<file path="config.mk">
export PLATFORM = sky130hd
export DESIGN_NAME = audio_ser_tx
export DESIGN_NICKNAME = d
export VERILOG_FILES = /design/src/rtl/audio_ser_tx_pkg.sv /design/src/rtl/audio_ser_tx_bitpos.sv /design/src/rtl/audio_ser_tx_hold.sv /design/src/rtl/audio_ser_tx.sv
export SDC_FILE = /design/constraint.sdc
export NUM_CORES = 1
export LEC_CHECK = 0
export CAP_MARGIN = 20
export CELL_PAD_IN_SITES_DETAIL_PLACEMENT = 1
export CELL_PAD_IN_SITES_GLOBAL_PLACEMENT = 1
export CORE_ASPECT_RATIO = 0.5
export CORE_MARGIN = 5
export CORE_UTILIZATION = 47
export CTS_BUF_LIST = sky130_fd_sc_hd__clkbuf_4
export DETAILED_ROUTE_END_ITERATION = 7
export PLACE_DENSITY_LB_ADDON = 0.1
export SLEW_MARGIN = 10
export SYNTH_ARGS = -nofsm -noshare
export SYNTH_HDL_FRONTEND = slang
export SYNTH_HIERARCHICAL = 1
export SYNTH_SLANG_ARGS = --single-unit
</file>
<file path="constraint.sdc">
create_clock -name clk -period 12.8 [get_ports clk]
set_clock_uncertainty 0.15 [all_clocks]
set_input_delay 2.56 -clock clk [delete_from_list [all_inputs] [get_ports clk]]
set_output_delay 2.56 -clock clk [all_outputs]
set_load 0.05 [all_outputs]
</file>
<file path="src/rtl/audio_ser_tx_pkg.sv">
package audio_ser_tx_pkg;

    localparam int SAMPLE_W   = 16;
    localparam int WORD_W     = 2 * SAMPLE_W;
    localparam int SLOT_BITS  = 32;
    localparam int FRAME_BITS = 2 * SLOT_BITS;
    localparam int POS_W      = $clog2(FRAME_BITS);
    localparam int IDX_W      = $clog2(SAMPLE_W);

    localparam logic [3:0] WIDTH_CODE_16 = 4'hF;
    localparam logic [1:0] CHAN_CODE_2   = 2'd0;

    typedef enum logic [1:0] {
        ALIGN_STD   = 2'd0,
        ALIGN_LEFT  = 2'd1,
        ALIGN_RIGHT = 2'd2,
        ALIGN_RSV   = 2'd3
    } align_e;

    typedef struct packed {
        logic       pcm;
        align_e     align;
        logic [1:0] delay;
    } frame_cfg_t;

    // Bit sent at frame position p for word w under configuration c.
    function automatic logic pick_bit(input logic [POS_W-1:0] p,
                                      input logic [WORD_W-1:0] w,
                                      input frame_cfg_t c);
        logic [SAMPLE_W-1:0] smp;
        logic [4:0]          k;
        logic [4:0]          std_idx;
        logic [POS_W-1:0]    q;
        logic [POS_W-1:0]    dl;
        logic                b;
        b   = 1'b0;
        k   = p[4:0];
        smp = p[5] ? w[WORD_W-1:SAMPLE_W] : w[SAMPLE_W-1:0];
        dl  = POS_W'(c.delay);
        q   = p - dl;
        std_idx = 5'd16 - k;
        if (c.pcm) begin
            if (p >= dl && !q[5]) begin
                smp = q[4] ? w[WORD_W-1:SAMPLE_W] : w[SAMPLE_W-1:0];
                b   = smp[4'd15 - q[3:0]];
            end
        end else begin
            case (c.align)
                ALIGN_LEFT:  if (!k[4]) b = smp[4'd15 - k[3:0]];
                ALIGN_RIGHT: if (k[4])  b = smp[4'd15 - k[3:0]];
                default:     if (k >= 5'd1 && k <= 5'd16) b = smp[std_idx[3:0]];
            endcase
        end
        return b;
    endfunction

endpackage

</file>
<file path="src/rtl/audio_ser_tx_bitpos.sv">
module audio_ser_tx_bitpos
    import audio_ser_tx_pkg::*;
#(
    parameter int PW = POS_W
) (
    input  logic          clk,
    input  logic          rst,
    input  logic          bclk_en,
    input  logic          frame_en,
    input  logic          go,
    output logic [PW-1:0] cur_pos,
    output logic          frame_start,
    output logic          active_now
);
    logic [PW-1:0] pos_q;
    logic          active_q;

    assign cur_pos     = frame_en ? '0 : pos_q + 1'b1;
    assign frame_start = bclk_en && frame_en;
    assign active_now  = go && (active_q || frame_start);

    always_ff @(posedge clk) begin
        if (rst) begin
            pos_q    <= '0;
            active_q <= 1'b0;
        end else begin
            if (bclk_en)
                pos_q <= cur_pos;
            if (!go)
                active_q <= 1'b0;
            else if (frame_start)
                active_q <= 1'b1;
        end
    end

    AST_FRAME_RESTART: assert property (@(posedge clk) disable iff (rst)
        frame_start |=> (pos_q == '0));
    AST_ACTIVE_NEEDS_GO: assert property (@(posedge clk) disable iff (rst)
        active_q |-> $past(go));
endmodule

</file>
<file path="src/rtl/audio_ser_tx_hold.sv">
module audio_ser_tx_hold
    import audio_ser_tx_pkg::*;
#(
    parameter int WW = WORD_W
) (
    input  logic          clk,
    input  logic          rst,
    input  logic          take,
    input  logic          run,
    input  logic          fifo_empty,
    input  logic [WW-1:0] fifo_data,
    output logic          pop,
    output logic [WW-1:0] cur_word,
    output logic          underrun
);
    logic [WW-1:0] held_q;
    logic [WW-1:0] fresh;

    assign fresh    = fifo_empty ? '0 : fifo_data;
    assign pop      = take && !fifo_empty;
    assign cur_word = take ? fresh : held_q;

    always_ff @(posedge clk) begin
        if (rst) begin
            held_q   <= '0;
            underrun <= 1'b0;
        end else begin
            if (take)
                held_q <= fresh;
            if (!run)
                underrun <= 1'b0;
            else if (take && fifo_empty)
                underrun <= 1'b1;
        end
    end

    AST_POP_NEEDS_DATA: assert property (@(posedge clk) disable iff (rst)
        pop |-> !fifo_empty);
    AST_UNDERRUN_SET: assert property (@(posedge clk) disable iff (rst)
        (take && fifo_empty && run) |=> underrun);
    AST_UNDERRUN_STICKY: assert property (@(posedge clk) disable iff (rst)
        (run && underrun) |=> (underrun || !run));
endmodule

</file>
<file path="src/rtl/audio_ser_tx.sv">
module audio_ser_tx
    import audio_ser_tx_pkg::*;
#(
    parameter int WW = WORD_W,
    parameter int PW = POS_W
) (
    input  logic          clk,
    input  logic          rst,
    input  logic          bclk_en,
    input  logic          frame_en,
    input  logic          run,
    input  logic          pcm_frame,
    input  logic [1:0]    align_mode,
    input  logic [1:0]    pcm_delay,
    input  logic [3:0]    width_code,
    input  logic [1:0]    chan_code,
    input  logic [WW-1:0] fifo_data,
    input  logic          fifo_empty,
    output logic          fifo_pop,
    output logic          sdo,
    output logic          underrun
);
    logic          go;
    logic [PW-1:0] cur_pos;
    logic          frame_start;
    logic          active_now;
    logic [WW-1:0] cur_word;
    frame_cfg_t    cfg;

    assign go  = run && (width_code == WIDTH_CODE_16) && (chan_code == CHAN_CODE_2);
    assign cfg = '{pcm: pcm_frame, align: align_e'(align_mode), delay: pcm_delay};

    audio_ser_tx_bitpos #(.PW(PW)) u_pos (
        .clk         (clk),
        .rst         (rst),
        .bclk_en     (bclk_en),
        .frame_en    (frame_en),
        .go          (go),
        .cur_pos     (cur_pos),
        .frame_start (frame_start),
        .active_now  (active_now)
    );

    audio_ser_tx_hold #(.WW(WW)) u_hold (
        .clk        (clk),
        .rst        (rst),
        .take       (frame_start && active_now),
        .run        (run),
        .fifo_empty (fifo_empty),
        .fifo_data  (fifo_data),
        .pop        (fifo_pop),
        .cur_word   (cur_word),
        .underrun   (underrun)
    );

    always_ff @(posedge clk) begin
        if (rst)
            sdo <= 1'b0;
        else if (!go)
            sdo <= 1'b0;
        else if (bclk_en)
            sdo <= active_now ? pick_bit(cur_pos, cur_word, cfg) : 1'b0;
    end

    AST_IDLE_QUIET: assert property (@(posedge clk) disable iff (rst)
        !go |=> !sdo);
    AST_HOLD_BETWEEN_TICKS: assert property (@(posedge clk) disable iff (rst)
        (go && !bclk_en) |=> $stable(sdo));
    AST_NO_POP_IDLE: assert property (@(posedge clk) disable iff (rst)
        !go |-> !fifo_pop);
endmodule

</file>
==> out/summary.txt, run 1 <==
multiplexer share of the synthesized area = 16.08%
clk slew on worst S/H paths = 0.13 ns
status = completed
max layer used = met4
Synth warnings = 6
R2R Path Start = u_pos/active_q
n_diodes = 0
Die Area = 0.009308 mm^2
post-cts sizing count = 0
Async S/R FF share, synth = 0%
met1 wire length = 4.950 mm
CTS Buf Count = 5
vias per inst = 6.503
number of flops mapped to enable cells by yosys = 0
CP max stage cell = clkdlybuf4s50_1
drt first-iter violations = 257
Slew Limit Fails = 0
CTS sink cnt = 41
critical hold path startpoint = u_hold/held_q[30]
number of different library cells in the post-synthesis netlist = 64
startpoint types = input port
vias = 3232
Fmax = 117.0 MHz
CP max FO = 61
gr ovfl total = 0
crit path cell chain = clkdlybuf4s50_1 -> nand4_1 -> nor4b_1 -> o21a_1 -> and2_1 -> buf_4 -> nor2b_4 -> buf_4 -> clkdlybuf4s50_1
vias in the first global route = 3290
total negative slack = 0 ns
met3 wire length = 725 um
HPWL after DPL = 7.816 mm
largest net degree at the start of global routing = 62
die height = 70.77 um
max_cap viols = 0
cts hold-fix bufs = 0
Port Buffer Count = 51
WL per Instance = 21.08 um
CP Data Arrival Time = 5.84 ns
maximum clock insertion buffer count = 2
Core Area = 0.007267 mm^2
WL met2 = 4.582 mm
xor/xnor share of the synthesized area = 1.262%
Top Ports = 52
Worst Max-Slew Pin Slew = 0.9853 ns
DP Cell Count = 489
Synth Area in Compound Gates = 25.81%
Synth Area in Adders = 3.100%
first-pass GRT wire length = 17.20 mm
antenna violations before repair = 0
Final setup viols = 0
Power Dens Cells = 70.28 mW/mm^2
Top FF cell, synth = dfxtp_1
GRT Util Overall = 22.57%
leakage = 1.433 nW
Post-Layout Cell Count = 497
largest family of logic cells by synthesized area = compound AO/OA/AOI/OAI gates
total wire length = 10.48 mm
Nets = 457
Die Wd = 131.5 um
filler cell count = 883
WS Path Type = in2out
Worst setup startpoint = run
drt pass-1 iters = 5
Hold Crit Class = reg2reg
final period utilization = 66.80%
Mapped Area = 0.003471 mm^2
unrepaired setup endpoints after global routing = false
Post CTS Setup Buffer Count = 0
Max VDD drop = 0.00003675 V
gpl congestion = 1.003
share of cells above drive strength 1 = 13.22%
Mean Syn Cell Area = 9.355 um^2
clock root cell = clkbuf_4
CTS H-tree lvls = 2
Post-Synth Simple-Gate Area = 21.63%
critical path capture point type = primary output
Hold Fails Final Rpt = 0
Post-DRT Antenna Nets = 0
CTS tree = done
required time worst endpoint = 10.09 ns
P&R area growth vs syn = 15.03%
clk_lat worst skew = 0.38 ns
Syn Inst Count = 371
register area share after synthesis = 23.65%
DRC = 0
CP peak stage delay = 0.91 ns
fin crit period = 8.550 ns
Starting Density = 47.76%
Reg2Reg Setup Slack = 9.10 ns
FP Rows = 22
Rel. slew slack = 34.07%
syn nets = 428
synthesis-stage register bit count = 41
[worst paths after layout]
kind	end	depth (start not counted)
min reg2reg	u_hold/held_q[30]	2
max reg2reg	sdo	11
min	u_hold/held_q[30]	2
max	fifo_pop	9
[logic make-up (layout without fill, tap and decap cells)]
| family | count (synthesis) | count (layout) |
|---|---|---|
| flip-flops | 41 | 41 |
| XOR/XNOR | 5 | 5 |
| adder cells (fa/ha/maj) | 8 | 8 |
| buffers and inverters | 49 | 79 |
| multiplexers | 32 | 32 |
| AND/OR/NAND/NOR | 120 | 120 |
| AO/OA/AOI/OAI | 116 | 116 |
[sequential cells by signal, indices dropped and copies added (netlist names)]
| name | cells |
|---|---|
| u_pos/active_q | 1 |
| u_hold/underrun | 1 |
| u_hold/held_q | 32 |
| sdo | 1 |
| u_pos/pos_q | 6 |
[stage by stage]
stage / cell area (um^2) / total power, W / util (%) / worst slack [ns] / hold WS [ns]
CTS: 3993 / 0.0002811 / 54.94 / 4.248 / 0.3434
detailed placement: 3909 / 0.0001884 / 53.79 / 4.266 / 0.3237
global route: 3993 / 0.0002935 / 54.94 / 4.015 / 0.3761
floorplan: 3471 / 0.0001632 / - / 6.268 / 0.2931
finish: 3993 / 0.0002806 / 54.94 / 4.250 / 0.3423
global placement: 3909 / 0.0001862 / 53.79 / 4.339 / 0.3046
[layout by cell type, fill, tap and decap left out, types with 5 or more instances in the layout]
cell	n
a21oi_1	12
a22o_1	31
a31o_1	29
buf_4	6
clkbuf_4	6
clkdlybuf4s50_1	51
dfxtp_1	41
ha_1	7
inv_1	14
mux2_2	7
mux2i_1	7
mux4_2	17
nand2_1	19
nand3_1	7
nor2_1	15
nor2b_1	5
nor3b_1	32
o21ai_0	13
[worst max-delay path: cells and delay by family]
kind | cells | cell delay, ns
buffers and inverters | 4 | 2.23
AO/OA/AOI/OAI | 1 | 0.20
AND/OR/NAND/NOR | 4 | 0.80
[power breakdown]
group | leakage, nW | internal (W) | switching, W
Clock | 0.0459 | 0.0000437 | 0.0000503
Combinational | 1.06 | 0.0000274 | 0.0000308
Sequential | 0.330 | 0.000128 | 0.000000402
[synth_stat cells, drive strengths merged, types with 3 or more instances]
cell type,instances,area [um^2]
a21oi,13,65.06
a22o,31,271.5
a31o,29,254.0
a31oi,3,18.77
buf,21,188.9
clkbuf,14,52.55
dfxtp,41,820.8
ha,7,87.58
inv,14,52.55
mux2,7,78.83
mux2i,7,70.07
mux4,18,409.2
nand2,19,71.32
nand2b,4,25.02
nand3,8,45.04
nand3b,3,22.52
nand4,3,18.77
nor2,16,62.56
nor2b,6,45.04
nor3,5,36.29
nor3b,32,240.2
o211ai,3,27.52
o21ai,14,70.06
o22ai,3,18.77
o311ai,3,26.28
o31ai,4,30.03
or2b,4,31.28
or3,7,52.55
xor2,4,35.03
[per-layer routing]
| layer | up-vias | track usage [%] |
|---|---|---|
| met5 | - | 0 |
| met4 | 0 | 5.701 |
| met3 | 28 | 6.250 |
| met2 | 124 | 34.33 |
| met1 | 1589 | 31.85 |
| li1 | 1491 | - |
[cell type report]
type | instances | area, um^2 | share of cell area (%)
multi-input cells | 281 | 2360 | 59.10
inverters | 14 | 52.55 | 1.316
clock inverters | 2 | 38.79 | 0.9715
repair buffers | 57 | 555.5 | 13.91
flip-flops and latches | 41 | 820.8 | 20.56
well taps | 96 | 120.1 | 3.008
clock buffers | 6 | 45.04 | 1.128
No activity file was read; power rests on OpenSTA's default activity.
==> run 2, diff against run 1 <==
--- a/config.mk
+++ b/config.mk
@@ -10,7 +10,7 @@
 export CELL_PAD_IN_SITES_GLOBAL_PLACEMENT = 1
 export CORE_ASPECT_RATIO = 0.5
 export CORE_MARGIN = 5
-export CORE_UTILIZATION = 47
+export CORE_UTILIZATION = 43
 export CTS_BUF_LIST = sky130_fd_sc_hd__clkbuf_4
 export DETAILED_ROUTE_END_ITERATION = 7
 export PLACE_DENSITY_LB_ADDON = 0.1
==> constraint.sdc (replaced) <==
create_clock -name clk -period 7.9 [get_ports clk]
set_clock_uncertainty 0.15 [all_clocks]
set_input_delay 1.58 -clock clk [delete_from_list [all_inputs] [get_ports clk]]
set_output_delay 1.58 -clock clk [all_outputs]
set_load 0.05 [all_outputs]
==> out/summary.txt, run 2 (same netlist as run 1, synthesis figures left out) <==
vias per inst = 6.346 (-2.4%)
CTS H-tree lvls = 2 (unchanged)
Nets = 458 (+0.22%)
share of cells above drive strength 1 = 13.43% (+0.22 points)
Post-DRT Antenna Nets = 0 (unchanged)
max_cap viols = 0 (unchanged)
commonest non-fill, non-tap cell in the layout = clkdlybuf4s50_1
placed inst area = 0.003936 mm^2 (+0.70%)
Final Power = 0.0004216 W (+50%)
WS Path Type = in2out
CP Data Arrival Time = 4.47 ns (-1.37 ns)
Post CTS Setup Buffer Count = 0 (unchanged)
Die Wd = 137.1 um (+4.2%)
post-cts sizing count = 0 (unchanged)
total negative slack = 0 ns (unchanged)
Rel. slew slack = 32.41% (-1.7 points)
n_diodes = 0 (unchanged)
Biggest register = u_hold/held_q
Power Dens Cells = 105.5 mW/mm^2 (+50%)
die height = 73.53 um (+3.9%)
FP Rows = 23 (+4.5%)
Hold Fails Final Rpt = 0 (unchanged)
worst setup margin = 1.701 ns (-2.549 ns)
drt pass-1 iters = 5 (unchanged)
startpoint types = input port
clock root cell = clkbuf_4
CTS sink cnt = 41 (unchanged)
Fmax = 161.3 MHz
WL per Instance = 21.61 um (+2.5%)
post-place setup slack = 1.697 ns (-2.569 ns)
GRT Util Overall = 22.74% (+0.18 points)
total wire length = 11.11 mm (+6.0%)
status = completed
CTS Buf Count = 5 (unchanged)
Die Area = 0.01008 mm^2 (+8.3%)
Slew Limit Fails = 0 (unchanged)
Hold Crit Class = reg2reg
clk_lat worst skew = 0.38 ns (about the same)
max reg flops = 32 (unchanged)
first-pass GRT wire length = 17.59 mm (+2.2%)
vias in the first global route = 3238 (-1.6%)
Port Buffer Count = 51 (unchanged)
HPWL after DPL = 8.465 mm (+8.3%)
Core Area = 0.007943 mm^2 (+9.3%)
Starting Density = 43.70% (-4.1 points)
P&R area growth vs syn = 15.10% (about the same)
gr ovfl total = 0 (unchanged)
antenna violations before repair = 0 (unchanged)
largest net degree at the start of global routing = 61 (-1.6%)
Top Ports = 52 (unchanged)
Max VDD drop = 0.00006098 V (+66%)
gpl congestion = 0.8896 (-11%)
unrepaired setup endpoints after global routing = false
most frequent cells in the layout = clkdlybuf4s50_1, dfxtp_1, nor3b_1, a22o_1, a31o_1
vias = 3262 (+0.93%)
critical path capture point type = primary output
Final setup viols = 0 (unchanged)
largest registers = u_hold/held_q (32), u_pos/pos_q (6)
clk slew on worst S/H paths = 0.13 ns (about the same)
CTS tree = done
DRC = 0 (unchanged)
maximum clock insertion buffer count = 2 (unchanged)
cts hold-fix bufs = 0 (unchanged)
Worst Max-Slew Pin Slew = 1.010 ns (+0.02483 ns)
final hold slack = 0.3345 ns (-0.007861 ns)
final period utilization = 78.47%
drt first-iter violations = 207 (-19%)
leakage = 1.424 nW (-0.61%)
CP max FO = 18 (-70%)
Final Cell Area = 0.003995 mm^2 (about the same)
required time worst endpoint = 6.17 ns (-3.92 ns)
fin crit period = 6.199 ns
-- run 2: cell count changes in the layout (fill, tap and decap cells not counted), sizes merged --
cell,delta
buf,+1
clkbuf,-1
clkinvlp,+1
inv,+1
bufinv,-1
-- run 2: per-stage QoR --
stage          util (%)  std cells
6_report          50.30        514
5_1_grt           50.30        514
4_1_cts           50.30        514
3_5_place_dp      49.56        506
3_3_place_gp      49.56        506
2_1_floorplan         -        371
-- run 2: layout make-up --
type                       instances  area (um^2)
timing repair buffer              58        563.0
clock inverter                     3        21.27
fill                             915         3948
multi-input combinational        281         2360
inverter                          14        52.55
clock buffer                       5        37.54
sequential                        41        820.8
tap                              112        140.1
-- run 2: final timing paths --
kind / slack, ns / startpoint / depth (start not counted) / endpoint
setup / recovery: 1.70 / run / 7 / fifo_pop
hold / removal: 0.33 / u_hold/held_q[31] / 1 / u_hold/held_q[31]
setup reg to reg: 4.15 / u_pos/active_q / 11 / sdo
hold reg to reg: 0.33 / u_hold/held_q[31] / 1 / u_hold/held_q[31]
-- run 2: worst max-delay path: stages --
cell	delay, ns
clkdlybuf4s50_1	0.52
nand4_1	0.11
nor4b_1	0.42
o21a_1	0.22
and2_1	0.54
nor2b_4	0.27
clkdlybuf4s50_1	0.80
-- run 2: per-layer routing --
| layer | vias to the layer above | track usage (%) | wire, um |
|---|---|---|---|
| met5 | - | 0 | 0 |
| met4 | 0 | 3.540 | 59 |
| met3 | 12 | 5.540 | 795 |
| met2 | 129 | 36.35 | 5025 |
| met1 | 1617 | 31.97 | 5230 |
| li1 | 1504 | - | - |
-- run 2: power breakdown --
part | switching [W] | internal [W] | leakage (nW)
Sequential | 0.000000766 | 0.000207 | 0.330
Clock | 0.0000813 | 0.0000353 | 0.0316
Combinational | 0.0000525 | 0.0000444 | 1.06
Total | 0.000135 | 0.000287 | 1.42
==> run 3, diff against run 2 <==
--- a/config.mk
+++ b/config.mk
@@ -10,7 +10,7 @@
 export CELL_PAD_IN_SITES_GLOBAL_PLACEMENT = 1
 export CORE_ASPECT_RATIO = 0.5
 export CORE_MARGIN = 5
-export CORE_UTILIZATION = 43
+export CORE_UTILIZATION = 39
 export CTS_BUF_LIST = sky130_fd_sc_hd__clkbuf_4
 export DETAILED_ROUTE_END_ITERATION = 7
 export PLACE_DENSITY_LB_ADDON = 0.1
==> constraint.sdc (replaced) <==
create_clock -name clk -period 5.1 [get_ports clk]
set_clock_uncertainty 0.15 [all_clocks]
set_input_delay 1.02 -clock clk [delete_from_list [all_inputs] [get_ports clk]]
set_output_delay 1.02 -clock clk [all_outputs]
set_load 0.05 [all_outputs]
==> out/summary.txt, run 3 (same netlist as run 1, synthesis figures left out) <==
post-cts sizing count = 0 (unchanged)
Fmax = 220.6 MHz
gpl congestion = 0.8994 (+1.1%)
DRC = 0 (unchanged)
CTS tree = done
sequential group share of total power = 48.2% (-1.1 points)
max reg flops = 32 (unchanged)
HPWL after DPL = 9.223 mm (+9.0%)
vias in the first global route = 3396 (+4.9%)
Worst R2R Path Depth = 9 (-2)
Die Area = 0.01100 mm^2 (+9.2%)
n_diodes = 0 (unchanged)
CP peak stage delay = 0.51 ns (-0.29 ns)
clock network fraction of design power = 28.3% (+0.6 points)
fin crit period = 4.534 ns
filler cell count = 1001 (+9.4%)
leakage = 1.490 nW (+4.6%)
worst setup margin = 0.5663 ns (-1.134 ns)
Post CTS Setup Buffer Count = 0 (unchanged)
max layer used = met4
first-pass GRT wire length = 18.86 mm (+7.3%)
Hold Path Cell Cnt = 2 (+1)
largest registers = u_hold/held_q (32), u_pos/pos_q (6)
Die Wd = 143.4 um (+4.6%)
critical hold path startpoint = u_hold/held_q[30]
status = completed
cts hold-fix bufs = 0 (unchanged)
vias = 3311 (+1.5%)
Reg area = 820.8 um^2 (unchanged)
R2R Path Start = u_pos/pos_q[0]
sw power = 0.0002166 W (+61%)
met3 wire length = 702 um (-12%)
clk slew on worst S/H paths = 0.14 ns (about the same)
Top Ports = 52 (unchanged)
share of cells above drive strength 1 = 15.78% (+2.3 points)
Port Buffer Count = 51 (unchanged)
maximum clock insertion buffer count = 2 (unchanged)
CTS H-tree lvls = 2 (unchanged)
total negative slack = 0 ns (unchanged)
WS Path Type = in2reg
commonest non-fill, non-tap cell in the layout = clkdlybuf4s50_1
RR Endpoint = sdo
CP max FO = 30 (+12)
Max VDD drop = 0.00008487 V (+39%)
critical path capture point type = flop
WL met2 = 5.262 mm (+4.7%)
Final Power = 0.0006690 W (+59%)
Biggest register = u_hold/held_q
area occupied by multi-input gates = 0.002360 mm^2 (unchanged)
Hold EP = u_hold/held_q[30]
Starting Density = 39.99% (-3.7 points)
Final setup viols = 0 (unchanged)
met1 wire length = 5.936 mm (+13%)
Power Dens Cells = 162.8 mW/mm^2 (+54%)
crit path cell chain = clkdlybuf4s50_1 -> nand4_1 -> nor4b_1 -> o21a_1 -> and2_1 -> inv_1 -> a22o_1 -> mux4_2 -> or3_1 -> o311ai_0 -> nor4_1 -> a311oi_1 -> o31ai_1
Switching Share = 32.38% (+0.45 points)
GRT Util Overall = 21.94% (-0.80 points)
required time worst endpoint = 5.24 ns (-0.93 ns)
gr ovfl total = 0 (unchanged)
Core Util, Final = 47.36% (-2.9 points)
most frequent cells in the layout = clkdlybuf4s50_1, dfxtp_1, nor3b_1, a22o_1, a31o_1
WL per Instance = 22.77 um (+5.4%)
Pint = 0.0004524 W (+58%)
Slew Limit Fails = 0 (unchanged)
Core Area = 0.008678 mm^2 (+9.3%)
P&R area growth vs syn = 18.42%
CP max stage cell = mux4_2
clk_lat worst skew = 0.40 ns (+0.02 ns)
largest net degree at the start of global routing = 42 (-31%)
Hold Crit Class = reg2reg
die height = 76.71 um (+4.3%)
startpoint types = input port
CP Data Arrival Time = 4.67 ns (+0.20 ns)
vias per inst = 6.259 (-1.4%)
final period utilization = 88.90%
antenna violations before repair = 0 (unchanged)
Post-DRT Antenna Nets = 0 (unchanged)
Hold Fails Final Rpt = 0 (unchanged)
Reg2Reg Setup Slack = 1.59 ns (-2.56 ns)
CTS Buf Count = 5 (unchanged)
total wire length = 12.05 mm (+8.4%)
combinational power share = 23.6% (+0.6 points)
FP Rows = 24 (+4.3%)
drt pass-1 iters = 4 (-1)
clock root cell = clkbuf_4
Worst Max-Slew Pin Slew = 0.9807 ns (-0.02939 ns)
CTS sink cnt = 41 (unchanged)
unrepaired setup endpoints after global routing = false
max_cap viols = 0 (unchanged)
drt first-iter violations = 265 (+28%)
post-place setup slack = 0.1379 ns (-1.559 ns)
Nets = 468 (+2.2%)
Rel. slew slack = 34.55% (+2.1 points)
-- run 3: cell count changes in the layout (fill, tap and decap cells not counted), sizes merged --
cell	before	now
buf	7	18
clkdlybuf4s50	51	50
clkinv	1	0
inv	15	16
-- run 3: per-stage QoR --
| step | cells | hold WS, ns | instance area, um^2 |
|---|---|---|---|
| global route | 529 | 0.3783 | 4110 |
| detailed placement | 520 | 0.3241 | 4020 |
| CTS | 528 | 0.3532 | 4083 |
| global placement | 520 | 0.3096 | 4020 |
| finish | 529 | 0.3455 | 4110 |
| floorplan | 371 | 0.2931 | 3471 |
-- run 3: layout make-up --
cell class | instances | share of cell area (%)
repair buffers | 68 | 16.26
multi-input cells | 281 | 57.41
flip-flops and latches | 41 | 19.97
well taps | 117 | 3.562
clock inverters | 3 | 0.6088
clock buffers | 5 | 0.9132
inverters | 14 | 1.279
-- run 3: worst max-delay path, delay by kind of cell --
kind | cells | cell delay [ns]
AND/OR/NAND/NOR | 5 | 1.08
multiplexers | 1 | 0.51
buffers and inverters | 2 | 0.92
AO/OA/AOI/OAI | 5 | 1.12
-- run 3: per-layer routing --
metal,global-route usage (%),vias up
li1,-,1524
met1,33.04,1652
met2,31.97,118
met3,4.972,17
met4,4.229,0
met5,0,-
-- run 3: worst max path at each step --
stage	from	to	slack [ns]
6_report	run	sdo	0.57
5_1_grt	run	sdo	0.30
4_1_cts	run	sdo	0.56
3_5_place_dp	run	sdo	0.14
3_3_place_gp	run	sdo	0.19
2_1_floorplan	frame_en	sdo	0.75
-- run 3: power groups by stage --
stage                     combinational, W  sequential [W]  clock (W)
after floorplan                  0.0000808        0.000329          0
after CTS                         0.000154        0.000322   0.000198
final                             0.000158        0.000322   0.000189
after detailed placement          0.000153        0.000329          0
after global routing              0.000170        0.000323   0.000211
after global placement            0.000151        0.000329          0
